$ cat config.mk
export PLATFORM = sky130hd
export DESIGN_NAME = failfirst_seq
export DESIGN_NICKNAME = d
export VERILOG_FILES = /design/src/rtl/ffseq_pkg.sv /design/src/rtl/ffseq_datapath.sv /design/src/rtl/ffseq_ctrl.sv /design/src/rtl/failfirst_seq.sv
export SDC_FILE = /design/constraint.sdc
export NUM_CORES = 1
export LEC_CHECK = 0
export BUFFER_PORTS_ARGS = -buffer_cell sky130_fd_sc_hd__buf_2
export CAP_MARGIN = 20
export CORE_MARGIN = 4
export CORE_UTILIZATION = 56
export CTS_CLUSTER_DIAMETER = 100
export DETAILED_ROUTE_END_ITERATION = 6
export HOLD_SLACK_MARGIN = 0.03
export PLACE_DENSITY = 0.92
export SYNTH_ARGS = -nofsm -noshare
export SYNTH_HDL_FRONTEND = slang
export SYNTH_SLANG_ARGS = --single-unit
$ cat constraint.sdc
create_clock -name clk -period 7.7 [get_ports clk]
set_clock_uncertainty 0.2 [all_clocks]
set_input_delay 1.54 -clock clk [delete_from_list [all_inputs] [get_ports clk]]
set_output_delay 1.54 -clock clk [all_outputs]
set_load 0.05 [all_outputs]
$ cat src/rtl/ffseq_pkg.sv
`timescale 1ns/1ps
package ffseq_pkg;

  typedef enum logic [1:0] {
    ST_IDLE = 2'd0,
    ST_RUN  = 2'd1,
    ST_DONE = 2'd2
  } seqState_t;

  // strobes from the control to the datapath
  typedef struct packed {
    logic       active;
    logic       vliMode;
    logic       condEnable;
    logic [1:0] condSel;
    logic       condInvert;
  } ctrlStrobes_t;

  localparam int unsigned FIELD_W = 4;
  localparam int unsigned BIT_NEG = 3;
  localparam int unsigned BIT_POS = 2;
  localparam int unsigned BIT_ZERO = 1;

endpackage

$ cat src/rtl/ffseq_datapath.sv
`timescale 1ns/1ps
module ffseq_datapath
  import ffseq_pkg::*;
#(
  parameter int unsigned DW = 16,
  parameter int unsigned IW = 4
) (
  input  logic                   clk,
  input  logic                   rstN,
  input  ctrlStrobes_t           strobes,
  input  logic [IW-1:0]          stepIdx,
  input  logic [DW-1:0]          elemData,
  input  logic [DW-1:0]          scalarOp,
  output logic                   wrEn,
  output logic [IW-1:0]          wrIdx,
  output logic [DW-1:0]          wrData,
  output logic                   condWrEn,
  output logic [IW-1:0]          condIdx,
  output logic [FIELD_W-1:0]     condField,
  output logic                   elemFail
);

  logic [DW-1:0]      diff;
  logic               isNeg;
  logic               isZero;
  logic               isPos;
  logic [FIELD_W-1:0] field;
  logic               selBit;
  logic               testHit;

  always_comb begin
    diff   = elemData - scalarOp;
    isNeg  = diff[DW-1];
    isZero = (diff == '0);
    isPos  = !isNeg && !isZero;
    field  = '0;
    field[BIT_NEG]  = isNeg;
    field[BIT_POS]  = isPos;
    field[BIT_ZERO] = isZero;
    selBit = field[strobes.condSel];
    // without condition fields only the zero test is applied
    testHit = strobes.condEnable ? (selBit ^ strobes.condInvert) : isZero;
  end

  assign elemFail  = strobes.active && testHit;
  assign wrEn      = strobes.active && (!testHit || strobes.vliMode);
  assign wrIdx     = stepIdx;
  assign wrData    = diff;
  assign condWrEn  = strobes.active && strobes.condEnable;
  assign condIdx   = stepIdx;
  assign condField = field;

  // exactly one sign flag is set and the low bit stays clear
  assert_field_onehot_R2: assert property (@(posedge clk) disable iff (!rstN)
    condWrEn |-> ($countones(condField) == 1 && condField[0] == 1'b0));

  // no strobe leaks out while idle
  assert_idle_quiet_R7: assert property (@(posedge clk) disable iff (!rstN)
    !strobes.active |-> (!wrEn && !condWrEn));

endmodule

$ cat src/rtl/ffseq_ctrl.sv
`timescale 1ns/1ps
module ffseq_ctrl
  import ffseq_pkg::*;
#(
  parameter int unsigned MAX_ELEMS = 16,
  parameter int unsigned IW = 4,
  parameter int unsigned LW = 5
) (
  input  logic          clk,
  input  logic          rstN,
  input  logic          start,
  input  logic [LW-1:0] vlIn,
  input  logic [LW-1:0] maxVlIn,
  input  logic [1:0]    condSel,
  input  logic          condInvert,
  input  logic          vliMode,
  input  logic          condEnable,
  input  logic          elemFail,
  output ctrlStrobes_t  strobes,
  output logic [IW-1:0] stepIdx,
  output logic [LW-1:0] vlOut,
  output logic [LW-1:0] maxVlOut,
  output logic [IW-1:0] srcStep,
  output logic [IW-1:0] dstStep,
  output logic          done
);

  localparam logic [LW-1:0] CAP = LW'(MAX_ELEMS);

  seqState_t     state;
  logic [LW-1:0] lenReg;
  logic [LW-1:0] reqLen;
  logic [LW-1:0] effLen;
  logic [LW-1:0] nextPos;
  logic          lastElem;
  logic          cfgVli;
  logic          cfgCondEn;
  logic [1:0]    cfgSel;
  logic          cfgInv;

  always_comb begin
    reqLen   = (vlIn < maxVlIn) ? vlIn : maxVlIn;
    effLen   = (reqLen > CAP) ? CAP : reqLen;
    nextPos  = LW'(srcStep) + LW'(1);
    lastElem = (nextPos == lenReg);
  end

  always_ff @(posedge clk or negedge rstN) begin
    if (!rstN) begin
      state     <= ST_IDLE;
      lenReg    <= '0;
      vlOut     <= '0;
      maxVlOut  <= '0;
      srcStep   <= '0;
      dstStep   <= '0;
      cfgVli    <= 1'b0;
      cfgCondEn <= 1'b0;
      cfgSel    <= '0;
      cfgInv    <= 1'b0;
    end else begin
      case (state)
        ST_IDLE: begin
          if (start) begin
            lenReg    <= effLen;
            maxVlOut  <= maxVlIn;
            srcStep   <= '0;
            dstStep   <= '0;
            cfgVli    <= vliMode;
            cfgCondEn <= condEnable;
            cfgSel    <= condSel;
            cfgInv    <= condInvert;
            if (effLen == '0) begin
              vlOut <= '0;
              state <= ST_DONE;
            end else begin
              state <= ST_RUN;
            end
          end
        end
        ST_RUN: begin
          if (elemFail || lastElem) begin
            if (elemFail) begin
              vlOut <= cfgVli ? nextPos : LW'(srcStep);
            end else begin
              vlOut <= lenReg;
            end
            srcStep <= '0;
            dstStep <= '0;
            state   <= ST_DONE;
          end else begin
            srcStep <= srcStep + IW'(1);
            dstStep <= dstStep + IW'(1);
          end
        end
        default: begin
          state <= ST_IDLE;
        end
      endcase
    end
  end

  always_comb begin
    strobes.active     = (state == ST_RUN);
    strobes.vliMode    = cfgVli;
    strobes.condEnable = cfgCondEn;
    strobes.condSel    = cfgSel;
    strobes.condInvert = cfgInv;
  end

  assign stepIdx = srcStep;
  assign done    = (state == ST_DONE);

  assert_done_pulse_R8: assert property (@(posedge clk) disable iff (!rstN)
    done |=> !done);

  assert_step_in_range_R7: assert property (@(posedge clk) disable iff (!rstN)
    strobes.active |-> (LW'(srcStep) < lenReg));

  assert_steps_cleared_R10: assert property (@(posedge clk) disable iff (!rstN)
    done |-> (srcStep == '0 && dstStep == '0));

  assert_vl_bounded_R7: assert property (@(posedge clk) disable iff (!rstN)
    done |-> (vlOut <= lenReg));

  assert_restart_ignored_R11: assert property (@(posedge clk) disable iff (!rstN)
    (strobes.active && start) |=> $stable(lenReg));

endmodule

$ cat src/rtl/failfirst_seq.sv
`timescale 1ns/1ps
module failfirst_seq
  import ffseq_pkg::*;
#(
  parameter int unsigned DW = 16,
  parameter int unsigned MAX_ELEMS = 16,
  localparam int unsigned IW = (MAX_ELEMS > 1) ? $clog2(MAX_ELEMS) : 1,
  localparam int unsigned LW = $clog2(MAX_ELEMS + 1)
) (
  input  logic          clk,
  input  logic          rstN,
  input  logic          start,
  input  logic [LW-1:0] vlIn,
  input  logic [LW-1:0] maxVlIn,
  input  logic [1:0]    condSel,
  input  logic          condInvert,
  input  logic          vliMode,
  input  logic          condEnable,
  input  logic [DW-1:0] scalarOp,
  output logic [IW-1:0] elemIdx,
  input  logic [DW-1:0] elemData,
  output logic          wrEn,
  output logic [IW-1:0] wrIdx,
  output logic [DW-1:0] wrData,
  output logic          condWrEn,
  output logic [IW-1:0] condIdx,
  output logic [3:0]    condField,
  output logic [LW-1:0] vlOut,
  output logic [LW-1:0] maxVlOut,
  output logic [IW-1:0] srcStep,
  output logic [IW-1:0] dstStep,
  output logic          done
);

  ctrlStrobes_t  strobes;
  logic [IW-1:0] stepIdx;
  logic          elemFail;

  ffseq_ctrl #(.MAX_ELEMS(MAX_ELEMS), .IW(IW), .LW(LW)) u_ctrl (
    .clk(clk), .rstN(rstN), .start(start), .vlIn(vlIn), .maxVlIn(maxVlIn),
    .condSel(condSel), .condInvert(condInvert), .vliMode(vliMode),
    .condEnable(condEnable), .elemFail(elemFail), .strobes(strobes),
    .stepIdx(stepIdx), .vlOut(vlOut), .maxVlOut(maxVlOut),
    .srcStep(srcStep), .dstStep(dstStep), .done(done)
  );

  ffseq_datapath #(.DW(DW), .IW(IW)) u_dp (
    .clk(clk), .rstN(rstN), .strobes(strobes), .stepIdx(stepIdx),
    .elemData(elemData), .scalarOp(scalarOp), .wrEn(wrEn), .wrIdx(wrIdx),
    .wrData(wrData), .condWrEn(condWrEn), .condIdx(condIdx),
    .condField(condField), .elemFail(elemFail)
  );

  assign elemIdx = stepIdx;

endmodule

# == Yosys cells after proc, flatten, opt, wreduce, memory -nomap -nowiden ==
# Cells that the tools add are included.
# classes
add_sub_neg,4
n_lt_le_gt_ge,3
n_eq_ne,6
mux,20
bitwise_logic,1
n_reduce_logical,17
# ops
op,n
5-bit two-way mux,7
16-bit zero test,1
4-bit case mux with 2 select lines,2
16-bit subtractor,1
4-bit two-way mux,3
5-bit case mux with 2 select lines,1
"4-bit by 1-bit adder with 4-bit output, second input constant",2
2-bit two-way mux,3
2-bit AND reduction,3
"4-bit by 1-bit adder with 5-bit output, second input constant",1
5-bit equality test,1
"5-bit greater-than comparator, second input constant",1
5-bit zero test,1
5-bit < comparator,1
1-bit logical AND,4
"2-bit != test, second input constant",2
2-bit case mux with 2 select lines,1
4-bit AND reduction,1
1-bit zero test,3
"2-bit by 3-bit < comparator with 1-bit output, second input constant",1
1-bit binary-select mux with 2-bit select,1
"2-bit by 1-bit equality test with 1-bit output, second input constant",1
"2-bit equality test, second input constant",1
2-bit zero test,1
5 further kinds,7
# word_totals
ff_bits,30
inputBits,50
out_inout_bits,53
elab_cells,61

# == Longest topological paths before layout ==
# Gate-level depths: netlist of the first run.
# depth
ltp_word,12
depth_mapped,14
ltp_nobuf,14

# == By module ==
# Synthesis of the first run repeated with hierarchy kept, for this count alone.
# unflattened
cells_unflattened,394
hier_area_um2,3088.0
# modules_own_cells
module,instances,cells_each,area_per_inst_um2,seq_area_each_um2
ffseq_ctrl,1,191,1671.6,750.7
ffseq_datapath,1,203,1416.4,0.0

# == Least setup slack after synthesis of the first run ==
# OpenSTA, ideal clock, no wires.
# synth_timing
kind,input -> output
startpoint,input port elemData[0]
endpoint,output port wrEn
arrival_ns,5.036
required_time_ns,5.960
path_slack_ns,0.924
stages,13
n_path_buf,1
cell_sequence,inv_1 > ha_1 > fa_1 > nor2b_1 > o31a_1 > o41ai_2 > xnor2_1 > nor4b_4 > nand4_2 > o21a_1 > nor3_1 > buf_4 > a21oi_1
# synth_via
elab_chain_cells,11
word_cells_on_any_way,12
classes_between,1 x add/sub; 3 x mux; 1 x bitwise; 7 x reduce/logical
# synth_rtl
item,line,rtl
"start, declared",failfirst_seq.sv:21,"input logic [DW-1:0] elemData,"
16-bit subtractor (*),ffseq_datapath.sv:32,diff = elemData - scalarOp;
via wrData[8],failfirst_seq.sv:24,"output logic [DW-1:0] wrData,"
16-bit zero test (*),ffseq_datapath.sv:34,isZero = (diff == '0);
1-bit zero test,ffseq_datapath.sv:35,isPos = !isNeg && !isZero;
1-bit logical AND,ffseq_datapath.sv:35,
1-bit binary-select mux with 2-bit select,ffseq_datapath.sv:40,selBit = field[strobes.condSel];
1-bit two-way mux (not written as such),ffseq_datapath.sv:40,
1-bit bitwise XOR,ffseq_datapath.sv:42,testHit = strobes.condEnable ? (selBit ^ strobes.condInvert) : isZero;
1-bit two-way mux (*),ffseq_datapath.sv:42,
1-bit zero test (*),ffseq_datapath.sv:46,assign wrEn = strobes.active && (!testHit || strobes.vliMode);
1-bit logical OR (*),ffseq_datapath.sv:46,
1-bit logical AND (*),ffseq_datapath.sv:46,
"end, declared",failfirst_seq.sv:22,"output logic wrEn,"
# Mark *: on every way through the listed nets, which the timed path passes. The rest lies on a longest branch. The select of a mux whose other input is x is not followed.

# == Final worst setup path of the first run ==
# layout_timing
startpoint,input port scalarOp[0]
endpoint,output port wrEn
# layout_via
elab_chain_cells,11
word_cells_on_any_way,12
classes_between,1 x add/sub; 3 x mux; 1 x bitwise; 7 x reduce/logical
# layout_rtl
item,line,rtl
"start, declared",failfirst_seq.sv:19,"input logic [DW-1:0] scalarOp,"
16-bit subtractor (*),ffseq_datapath.sv:32,
16-bit zero test,ffseq_datapath.sv:34,
1-bit zero test,ffseq_datapath.sv:35,
1-bit logical AND,ffseq_datapath.sv:35,
1-bit binary-select mux with 2-bit select,ffseq_datapath.sv:40,
1-bit two-way mux (not written as such),ffseq_datapath.sv:40,
1-bit bitwise XOR,ffseq_datapath.sv:42,
1-bit two-way mux (*),ffseq_datapath.sv:42,
1-bit zero test (*),ffseq_datapath.sv:46,
1-bit logical OR (*),ffseq_datapath.sv:46,
1-bit logical AND (*),ffseq_datapath.sv:46,
# Every way passes the cells marked *; elsewhere a longest branch is shown, timed or not. The select of a mux whose other input is x is not followed.

==> results.toml, run 1 <==
[setup_path]
timing.reg2reg.worst_path_depth = 10
critical_path.cell_chain = "buf_2 -> ha_1 -> fa_1 -> nor2b_1 -> o31a_1 -> a21oi_1 -> a2111oi_0 -> nor4b_4 -> nand4_2 -> o21ai_2 -> nor3_1 -> buf_4 -> a21oi_1 -> buf_2"
worstPathRequired_ns = 5.96
worst_path_largest_cell_delay_ns = 0.64
number_of_buffers_and_inverters_on_the_critical_path = 3
critPathSlowestCell = "sky130_fd_sc_hd__a2111oi_0"
critical_path.reg2reg.endpoint = "u_ctrl.srcStep[3]"
critical_path.max_fanout = 11
worst-setup-path-type = "in -> out"
cp-start-kind = "input pin"
setup.reg_to_reg.worst_slack_ns = 4.85
worstPathArrival_ns = 4.80
critical_path.top_delay_family = "compound AO/OA/AOI/OAI gates"
worst_r2r_src = "u_ctrl.srcStep[0]"
endpoint_kind = "output port"

[sta]
rsz0062_at_grt = "no"
timing_worst_slew_pin_value_ns = 0.7048
max_freq_mhz = 153.0
finalMaxSlewViolations = 0
period_minus_slack_ns = 6.537
final_hold_viol_count = 0
setup_violations = 0
final_min_period_over_clock_period = 0.8490
slew-limit-headroom = 0.5180
setup-tns-final_ns = 0

[die]
chipHeight_um = 82.65
core_um2 = 5238
initial_utilization = 0.5958
rows = 26
pin_count = 103
fp.dieArea_um2 = 6830
die_w_um = 82.65

[worst_hold_path]
holdPathEnd = "u_ctrl.maxVlOut[0]"
hold_start = "u_ctrl.maxVlOut[0]"
hp-class = "reg -> reg"
cells_on_worst_hold_path = 2

[logic_synthesis]
synth_flop_cell = "sky130_fd_sc_hd__dfrtp_1"
synth.yosys.warnings = 0
yosys_register_bits = 30
yosysUniqueCellTypes = 82
async_flop_share = 1.000
syn_avg_cell_area_um2 = 8.526
mappedNetlistNets = 438
synth_edf_count = 0
synthesis.instances = 366
synth_sequential_area_ratio = 0.2406
synth.cell_area_um2 = 3120

[global_route]
grt_first_pass_wirelength_mm = 12.10
overflow = 0
grt_usage = 0.2273
first_global_vias = 2680
top_usage_layer_grt = "met2"
use_met2 = 0.3718
grt_start_max_net_pins = 31
met3_usage = 0.04230
antenna_violations_before_repair = 0
grt.met1_usage = 0.3027

[placed_design]
placedInstanceArea_um2 = 3488
number_of_port_buffers = 101
place_congestion = 0.9008
place.detailed.hpwl_mm = 6.283

[pwr]
sw_frac_of_total = 0.5671
power_switching_w = 0.0007090
internal_power_w = 0.0005411
p_per_area_nw_per_um2 = 349.2
combinational_cell_fraction_of_total_power = 0.652
ir_worst_vdd_mv = 0.2494
power.share.clock = 0.103
power.static_leakage_nw = 1.840
pwr-share-seq = 0.245

[finish]
area_delta_synth_final_pct = 14.72
final_common_cell = "sky130_fd_sc_hd__buf_2"
drive_above_1_share = 0.3080
mostFrequentLayoutCells = "sky130_fd_sc_hd__buf_2, sky130_fd_sc_hd__nand2_1, sky130_fd_sc_hd__inv_1"
nFillCells = 396
finish.instance_area_um2 = 3580
n_antenna_cell = 0
final_net_count = 519

[clock_network]
htreeDepth = 2
cts_max_path_buffers = 2
path_clk_slew_ns = 0.06
clock_tree.root_cell = "sky130_fd_sc_hd__clkbuf_8"
clkSinkCount = 30
cts_inserted_buffers = 5
tritoncts = "done"
cts_post_setup_buffers_inserted = 0
clock_insertion_delay_worst_skew_ns = 0.28
cts_hold_buffers = 0
postCtsResizedCells = 0

[routing]
dr.pass1.iters = 5
routed-via-count = 3022
drt-wirelength-per-cell_um = 14.97
total_wirelength_mm = 7.753
drc = 0
drt-vias-per-instance = 5.834
initialDrtViolationCount = 226
drtAntennaViolNets = 0

[run_status]
outcome = "finished, final reports clean"

[job]
drv.max_cap_violation_count = 0
## worst max-delay path by stage
stage	from	endpoint	slack, ns	depth (start not counted)
6_report	scalarOp[0]	wrEn	1.16	14
5_1_grt	scalarOp[6]	condField[1]	1.01	11
4_1_cts	scalarOp[6]	condField[1]	1.19	11
3_5_place_dp	scalarOp[0]	wrEn	1.17	14
3_3_place_gp	scalarOp[6]	condField[1]	1.29	11
2_1_floorplan	elemData[0]	wrEn	0.92	13
## area by class of cell
type	instances	area, um2	area share
clock buffer	7	86.33	0.02412
timing repair buffer	102	513.0	0.1433
clock inverter	1	5.005	0.001398
multi-input combinational	276	2017	0.5634
tap	70	87.58	0.02447
inverter	32	120.1	0.03355
sequential	30	750.7	0.2097
## worst min-delay path, delay by kind of cell, from the launching register on
family           cells  cell delay, ns
AND/OR/NAND/NOR      2            0.11
flip-flops           1            0.35
## cells in the mapped netlist (all sizes together) (7+ instances only)
cell type | instances | area share
a21oi | 16 | 0.027
and2 | 10 | 0.021
ha | 21 | 0.084
inv | 32 | 0.038
dfrtp | 30 | 0.24
nor2 | 22 | 0.027
nand2 | 41 | 0.050
a21o | 7 | 0.017
buf | 22 | 0.055
xnor2 | 11 | 0.031
o21a | 8 | 0.019
o21ai | 22 | 0.038
## sequential cells by signal, summed over array words and instances, names as in the netlist
name              cells
u_ctrl.cfgSel         2
u_ctrl.cfgCondEn      1
u_ctrl.cfgVli         1
u_ctrl.vlOut          5
u_ctrl.state          2
u_ctrl.dstStep        4
u_ctrl.cfgInv         1
u_ctrl.lenReg         5
u_ctrl.maxVlOut       5
u_ctrl.srcStep        4
## power groups by stage
| stage | sequential, W | clock, W | combinational (W) |
|---|---|---|---|
| 2_1_floorplan | 0.000411 | 0 | 0.000570 |
| 3_3_place_gp | 0.000302 | 0 | 0.000794 |
| 3_5_place_dp | 0.000305 | 0 | 0.000811 |
| 4_1_cts | 0.000304 | 0.000131 | 0.000814 |
| 5_1_grt | 0.000317 | 0.000140 | 0.000872 |
| 6_report | 0.000306 | 0.000129 | 0.000815 |
## kinds of logic after synthesis
| kind of cell | share of synthesized area |
|---|---|
| adders and majority gates | 0.09062 |
| buffers and inverters | 0.1131 |
| other | 0.001202 |
| AOI/OAI and AO/OA | 0.2566 |
| muxes | 0.02326 |
| xor gates and xnor gates | 0.03930 |
| DFF | 0.2406 |
| and+or+nand+nor | 0.2354 |
## stage by stage
stage	worst slack (ns)	std cells	hold slack [ns]	total power, W	utilization
floorplan	0.9235	366	0.2905	0.0009808	-
detailed placement	1.174	510	0.2681	0.001116	0.6660
global placement	1.291	510	0.2609	0.001097	0.6660
finish	1.163	518	0.2877	0.001250	0.6835
CTS	1.195	518	0.2928	0.001250	0.6835
global route	1.008	518	0.3121	0.001330	0.6835
## layer usage
layer,wire length [um],share of wire
met3,658,0.085
met4,167,0.022
met1,3318,0.43
met2,3608,0.47
met5,0,0
Note: power is estimated with default switching activity, not from simulation.
==> run 2: changes to the inputs <==
--- a/config.mk
+++ b/config.mk
@@ -5,14 +5,15 @@
 export SDC_FILE = /design/constraint.sdc
 export NUM_CORES = 1
 export LEC_CHECK = 0
+export ABC_AREA = 1
 export BUFFER_PORTS_ARGS = -buffer_cell sky130_fd_sc_hd__buf_2
 export CAP_MARGIN = 20
 export CORE_MARGIN = 4
-export CORE_UTILIZATION = 56
+export CORE_UTILIZATION = 51
 export CTS_CLUSTER_DIAMETER = 100
 export DETAILED_ROUTE_END_ITERATION = 6
 export HOLD_SLACK_MARGIN = 0.03
-export PLACE_DENSITY = 0.92
+export PLACE_DENSITY = 0.86
 export SYNTH_ARGS = -nofsm -noshare
 export SYNTH_HDL_FRONTEND = slang
 export SYNTH_SLANG_ARGS = --single-unit
==> constraint.sdc (replaced) <==
create_clock -name clk -period 6.1 [get_ports clk]
set_clock_uncertainty 0.2 [all_clocks]
set_input_delay 1.22 -clock clk [delete_from_list [all_inputs] [get_ports clk]]
set_output_delay 1.22 -clock clk [all_outputs]
set_load 0.05 [all_outputs]
==> run 2 against run 1 <==
Against the previous run:
- register-to-register slack lost 1.2 ns
- utilization shrank 5.2 points
- routed wire length shrank 4.6%
- sequential share of layout area grew 0.22 points
- setup slack lost 0.40 ns
- via count grew 4.4%
- synthesized area shrank 3.7%
- power grew 20%
- sequential power grew 16%
- critical endpoint unchanged
- largest cell class unchanged
- largest power group unchanged
- highest routed layer unchanged
==> results.toml, run 2 <==
[clock_network]
postCtsResizedCells = 0
cts_post_setup_buffers_inserted = 0
cts_hold_buffers = 0
tritoncts = "done"
clock_insertion_delay_worst_skew_ns = 0.29
path_clk_slew_ns = 0.07
clock_tree.root_cell = "sky130_fd_sc_hd__clkbuf_8"
cts_inserted_buffers = 5
htreeDepth = 2
clkSinkCount = 30
cts_max_path_buffers = 2

[setup_path]
timing.reg2reg.worst_path_depth = 9
worstPathArrival_ns = 3.92
endpoint_kind = "output port"
setup.reg_to_reg.worst_slack_ns = 3.60
critical_path.max_fanout = 7
cp-start-kind = "input pin"
critical_path.reg2reg.endpoint = "u_ctrl.vlOut[2]"
worst_r2r_src = "u_ctrl.state[0]"
worstPathRequired_ns = 4.68
worst-setup-path-type = "in -> out"

[routing]
initialDrtViolationCount = 183
total_wirelength_mm = 7.396
drtAntennaViolNets = 0
drt-wirelength-per-cell_um = 11.76
routed-via-count = 3155
drt-vias-per-instance = 5.016
drc = 0
dr.pass1.iters = 4

[finish]
multi_input_comb_area_um2 = 1729
biggest_registers_after_layout = "u_ctrl.lenReg x5, u_ctrl.maxVlOut x5, u_ctrl.vlOut x5"
n_antenna_cell = 0
final_common_cell = "sky130_fd_sc_hd__nand2_1"
nFillCells = 527
mostFrequentLayoutCells = "sky130_fd_sc_hd__nand2_1, sky130_fd_sc_hd__buf_2, sky130_fd_sc_hd__inv_1"
area_delta_synth_final_pct = 17.86
final_net_count = 628
drive_above_1_share = 0.2567
area.sequential_um2 = 750.7

[sta]
finalMaxSlewViolations = 0
slew-limit-headroom = 0.5656
setup-tns-final_ns = 0
period_minus_slack_ns = 5.339
rsz0062_at_grt = "no"
setup_violations = 0
final_min_period_over_clock_period = 0.8752
final.setup.worst_slack_ns = 0.7613
timing_worst_slew_pin_value_ns = 0.6516
max_freq_mhz = 187.3
final_hold_viol_count = 0

[global_route]
grt_usage = 0.2030
grt_start_max_net_pins = 31
first_global_vias = 2810
antenna_violations_before_repair = 0
overflow = 0
grt_first_pass_wirelength_mm = 12.24

[die]
pin_count = 103
fp.dieArea_um2 = 7185
die_w_um = 84.77
rows = 27
chipHeight_um = 84.77
initial_utilization = 0.5359
core_um2 = 5608

[logic_synthesis]
synthesis.instances = 469
syn_avg_cell_area_um2 = 6.408
synth_commonest_cells = "sky130_fd_sc_hd__nand2_1, sky130_fd_sc_hd__inv_1, sky130_fd_sc_hd__nand3_1"
synth_flop_cell = "sky130_fd_sc_hd__dfrtp_1"
synth.yosys.warnings = 0
synth.cell_area_um2 = 3005
netlist.top_cell.by_area = "sky130_fd_sc_hd__dfrtp_1"
yosysUniqueCellTypes = 36
async_flop_share = 1.000
synth.top_cells.by_area = "sky130_fd_sc_hd__dfrtp_1, sky130_fd_sc_hd__nand2_1, sky130_fd_sc_hd__inv_1"
mappedNetlistNets = 541
synth.most_common_cell = "sky130_fd_sc_hd__nand2_1"
synth_top_area_share = 0.2498
synth_edf_count = 0
yosys_register_bits = 30
synth_sequential_area_ratio = 0.2498

[placed_design]
place_congestion = 0.9048
place.detailed.hpwl_mm = 6.220
post-place-ws_ns = 0.8128
number_of_port_buffers = 101

[pwr]
p_per_area_nw_per_um2 = 422.9
ir_worst_vdd_mv = 0.3950
power.static_leakage_nw = 2.178

[worst_hold_path]
holdPathEnd = "u_ctrl.maxVlOut[1]"
hp-class = "reg -> reg"
cells_on_worst_hold_path = 2
hold_start = "u_ctrl.maxVlOut[1]"

[job]
drv.max_cap_violation_count = 0

[run_status]
outcome = "finished, final reports clean"
## run 2: cell types whose count changed after synthesis, sizes merged, moves of 7 or more
cell,change
inv,+66
nand2,+110
a21o,-7
o21a,-8
nand3,+29
and2,-7
xnor2,-8
## run 2: through the flow
step / hold WS, ns / power (W) / instance area, um2 / instances / util
6_report: 0.2814 / 0.001498 / 3542 / 629 / 0.6316
5_1_grt: 0.3159 / 0.001607 / 3542 / 629 / 0.6316
4_1_cts: 0.2854 / 0.001502 / 3542 / 629 / 0.6316
3_5_place_dp: 0.2685 / 0.001331 / 3447 / 621 / 0.6147
3_3_place_gp: 0.2591 / 0.001307 / 3447 / 621 / 0.6147
2_1_floorplan: 0.2849 / 0.001189 / 3005 / 469 / -
## run 2: layer usage
| metal | wire length [um] | vias to the layer above | track usage | part of all wire |
|---|---|---|---|---|
| li1 | - | 1618 | - | - |
| met1 | 3356 | 1413 | 0.2864 | 0.45 |
| met2 | 3349 | 115 | 0.3160 | 0.45 |
| met3 | 618 | 9 | 0.04612 | 0.084 |
| met4 | 71 | 0 | 0.04748 | 0.0096 |
| met5 | 0 | - | 0 | 0 |
## run 2: logic make-up (layout without fill, tap and decap cells)
family | count (synthesis) | count (layout) | synth area share
xor+xnor | 10 | 10 | 0.02914
fa+ha+maj | 22 | 22 | 0.09409
buf+inv | 120 | 208 | 0.1749
other cells | 1 | 1 | 0.001248
flops | 30 | 30 | 0.2498
simple gates | 233 | 233 | 0.3535
compound gates | 52 | 52 | 0.09409
mux | 1 | 1 | 0.003331
## run 2: power breakdown
group	total (W)	switching (W)	internal [W]
registers	0.000354	0.0000703	0.000284
clock network	0.000167	0.0000764	0.0000905
logic	0.000977	0.000734	0.000243
## run 2: worst max-delay path by stage
stage	depth (start not counted)	from	slack [ns]	endpoint
global placement	21	scalarOp[0]	0.97	wrEn
finish	21	scalarOp[0]	0.76	wrEn
global route	22	elemData[0]	0.41	wrEn
detailed placement	21	scalarOp[0]	0.81	wrEn
floorplan	16	elemData[0]	0.31	wrEn
CTS	21	scalarOp[0]	0.81	wrEn
## run 2: cell type report
| class | count | area share |
|---|---|---|
| clock buffers | 6 | 0.02331 |
| well taps | 72 | 0.02543 |
| repair buffers | 101 | 0.1427 |
| clock inverters | 2 | 0.003532 |
| flip-flops and latches | 30 | 0.2119 |
| multi-input cells | 319 | 0.4882 |
| inverters | 99 | 0.1049 |
## run 2: worst max-delay path, stage by stage
cell and delay, ns:
sky130_fd_sc_hd__buf_2 0.10, sky130_fd_sc_hd__ha_1 0.21, sky130_fd_sc_hd__fa_1 0.40, sky130_fd_sc_hd__inv_1 0.09, sky130_fd_sc_hd__nand3_1 0.10, sky130_fd_sc_hd__nand2_2 0.12
sky130_fd_sc_hd__nand2_1 0.05, sky130_fd_sc_hd__nand2_1 0.08, sky130_fd_sc_hd__nand3_1 0.09, sky130_fd_sc_hd__nor2_1 0.16, sky130_fd_sc_hd__nand3_1 0.09, sky130_fd_sc_hd__nor2_1 0.10
sky130_fd_sc_hd__nand2_1 0.09, sky130_fd_sc_hd__nand2_1 0.09, sky130_fd_sc_hd__nand2_1 0.07, sky130_fd_sc_hd__nand2_1 0.07, sky130_fd_sc_hd__nand2_1 0.06, sky130_fd_sc_hd__nand3_2 0.12
sky130_fd_sc_hd__nand2_2 0.11, sky130_fd_sc_hd__a21oi_1 0.20, sky130_fd_sc_hd__buf_2 0.30
==> run 3: changes to the inputs <==
--- a/config.mk
+++ b/config.mk
@@ -9,11 +9,12 @@
 export BUFFER_PORTS_ARGS = -buffer_cell sky130_fd_sc_hd__buf_2
 export CAP_MARGIN = 20
 export CORE_MARGIN = 4
-export CORE_UTILIZATION = 51
+export CORE_UTILIZATION = 30
 export CTS_CLUSTER_DIAMETER = 100
 export DETAILED_ROUTE_END_ITERATION = 6
 export HOLD_SLACK_MARGIN = 0.03
-export PLACE_DENSITY = 0.86
+export PLACE_DENSITY = 0.57
+export SLEW_MARGIN = 10
 export SYNTH_ARGS = -nofsm -noshare
 export SYNTH_HDL_FRONTEND = slang
 export SYNTH_SLANG_ARGS = --single-unit
==> run 3 against run 2 <==
Against the previous run:
- sequential share of layout area shrank 0.43 points
- first-iteration DRC count shrank 21%
- setup slack gained 0.061 ns
- final area grew 2.0%
- via count shrank 3.3%
- global-route usage shrank 6.7 points
- critical endpoint unchanged
- largest cell class unchanged
==> results.toml, run 3 (synthesized netlist as in run 2, its figures left out) <==
[clock_network]
clock_tree.root_cell = "sky130_fd_sc_hd__clkbuf_8"
path_clk_slew_ns = 0.06
clkSinkCount = 30
cts_inserted_buffers = 5
clock_insertion_delay_worst_skew_ns = 0.28
cts_post_setup_buffers_inserted = 0
cts_max_path_buffers = 2
tritoncts = "done"
htreeDepth = 2
postCtsResizedCells = 0
cts_hold_buffers = 0

[worst_hold_path]
hp-class = "reg -> reg"

[routing]
total_wirelength_mm = 7.655
routed-via-count = 3052
initialDrtViolationCount = 144
drtAntennaViolNets = 0
dr.pass1.iters = 4
drc = 0
drt-wirelength-per-cell_um = 11.09
drt-vias-per-instance = 4.423

[finish]
biggest_registers_after_layout = "u_ctrl.lenReg x5, u_ctrl.maxVlOut x5, u_ctrl.vlOut x5"
nFillCells = 1086
drive_above_1_share = 0.2549
mostFrequentLayoutCells = "sky130_fd_sc_hd__nand2_1, sky130_fd_sc_hd__buf_2, sky130_fd_sc_hd__inv_1"
final_net_count = 628
area_delta_synth_final_pct = 20.27
n_antenna_cell = 0
stdcell_count = 690
final_common_cell = "sky130_fd_sc_hd__nand2_1"

[global_route]
first_global_vias = 2949
overflow = 0
grt_start_max_net_pins = 31
grt_usage = 0.1359
antenna_violations_before_repair = 0
grt_first_pass_wirelength_mm = 13.01

[die]
initial_utilization = 0.3075
pin_count = 103
fp.dieArea_um2 = 11680
chipHeight_um = 108.1
core_um2 = 9774
rows = 36
die_w_um = 108.1

[setup_path]
worstPathRequired_ns = 4.68
worstPathArrival_ns = 3.86
worst-setup-path-type = "in -> out"
critical_path.max_fanout = 7
endpoint_kind = "output port"
cp-start-kind = "input pin"

[sta]
final_hold_viol_count = 0
slew-limit-headroom = 0.5461
final_min_period_over_clock_period = 0.8651
timing_worst_slew_pin_value_ns = 0.6808
setup-tns-final_ns = 0
setup_violations = 0
max_freq_mhz = 189.5
finalMaxSlewViolations = 0
period_minus_slack_ns = 5.277
rsz0062_at_grt = "no"

[pwr]
p_per_area_nw_per_um2 = 412.9
internal_power_w = 0.0006181
pwr-share-seq = 0.235
ir_worst_vdd_mv = 0.2259
combinational_cell_fraction_of_total_power = 0.653
power.static_leakage_nw = 2.179
power_switching_w = 0.0008746
power.share.clock = 0.112
sw_frac_of_total = 0.5859

[placed_design]
place_congestion = 0.9301
number_of_port_buffers = 101
dpl.cell_count = 682
place.detailed.hpwl_mm = 6.450

[run_status]
outcome = "finished, final reports clean"

[job]
drv.max_cap_violation_count = 0
run 3: worst paths after layout:
check | from | to | slack [ns] | cells after the start
max | scalarOp[0] | wrEn | 0.82 | 21
min | u_ctrl.maxVlOut[1] | u_ctrl.maxVlOut[1] | 0.28 | 2
max reg2reg | u_ctrl.state[0] | u_ctrl.vlOut[2] | 3.51 | 9
min reg2reg | u_ctrl.maxVlOut[1] | u_ctrl.maxVlOut[1] | 0.28 | 2
max in group asynchronous | rstN | u_ctrl.srcStep[0] | 4.48 | 1
min in group asynchronous | rstN | u_ctrl.srcStep[1] | 0.77 | 1
run 3: stage by stage:
step	util	hold slack [ns]	setup slack (ns)	power, W	instance area [um2]
6_report	0.3698	0.2805	0.8227	0.001493	3615
5_1_grt	0.3698	0.3061	0.4619	0.001620	3615
4_1_cts	0.3698	0.2876	0.8192	0.001507	3615
3_5_place_dp	0.3605	0.2694	0.8199	0.001333	3523
3_3_place_gp	0.3605	0.2633	0.8891	0.001326	3523
2_1_floorplan	-	0.2849	0.3062	0.001189	3005
run 3: area by class of cell:
type                            count  area, um2  share of cell area
Clock buffer                        7      86.33             0.02388
Clock inverter                      1      5.005            0.001385
Inverter                           99      371.6              0.1028
Multi-Input combinational cell    319       1729              0.4784
Sequential cell                    30      750.7              0.2077
Tap cell                          133      166.4             0.04604
Timing Repair Buffer              101      505.5              0.1398
run 3: routing by layer:
layer / GRT usage / routed length, um / share of wire / vias up
met5: 0 / 0 / 0 / -
met4: 0.04599 / 139 / 0.018 / 0
met3: 0.02209 / 487 / 0.064 / 11
met2: 0.2238 / 3487 / 0.46 / 90
met1: 0.1809 / 3541 / 0.46 / 1342
li1: - / - / - / 1609
run 3: critical path, cell delays in order:
cell and delay, ns:
sky130_fd_sc_hd__buf_2 0.10, sky130_fd_sc_hd__ha_1 0.21, sky130_fd_sc_hd__fa_1 0.40, sky130_fd_sc_hd__inv_1 0.10, sky130_fd_sc_hd__nand3_1 0.10, sky130_fd_sc_hd__nand2_2 0.11, sky130_fd_sc_hd__nand2_1 0.05, sky130_fd_sc_hd__nand2_1 0.08
sky130_fd_sc_hd__nand3_1 0.09, sky130_fd_sc_hd__nor2_1 0.15, sky130_fd_sc_hd__nand3_1 0.09, sky130_fd_sc_hd__nor2_1 0.09, sky130_fd_sc_hd__nand2_1 0.09, sky130_fd_sc_hd__nand2_1 0.09, sky130_fd_sc_hd__nand2_1 0.07, sky130_fd_sc_hd__nand2_1 0.07
sky130_fd_sc_hd__nand2_1 0.05, sky130_fd_sc_hd__nand3_2 0.12, sky130_fd_sc_hd__nand2_2 0.12, sky130_fd_sc_hd__a21oi_1 0.16, sky130_fd_sc_hd__buf_2 0.29
run 3: power groups by stage:
stage          combinational, W  clock, W  sequential (W)
2_1_floorplan          0.000677         0        0.000512
6_report               0.000974  0.000168        0.000351
5_1_grt                 0.00107  0.000181        0.000364
3_5_place_dp           0.000978         0        0.000355
4_1_cts                0.000982  0.000173        0.000351
3_3_place_gp           0.000974         0        0.000352
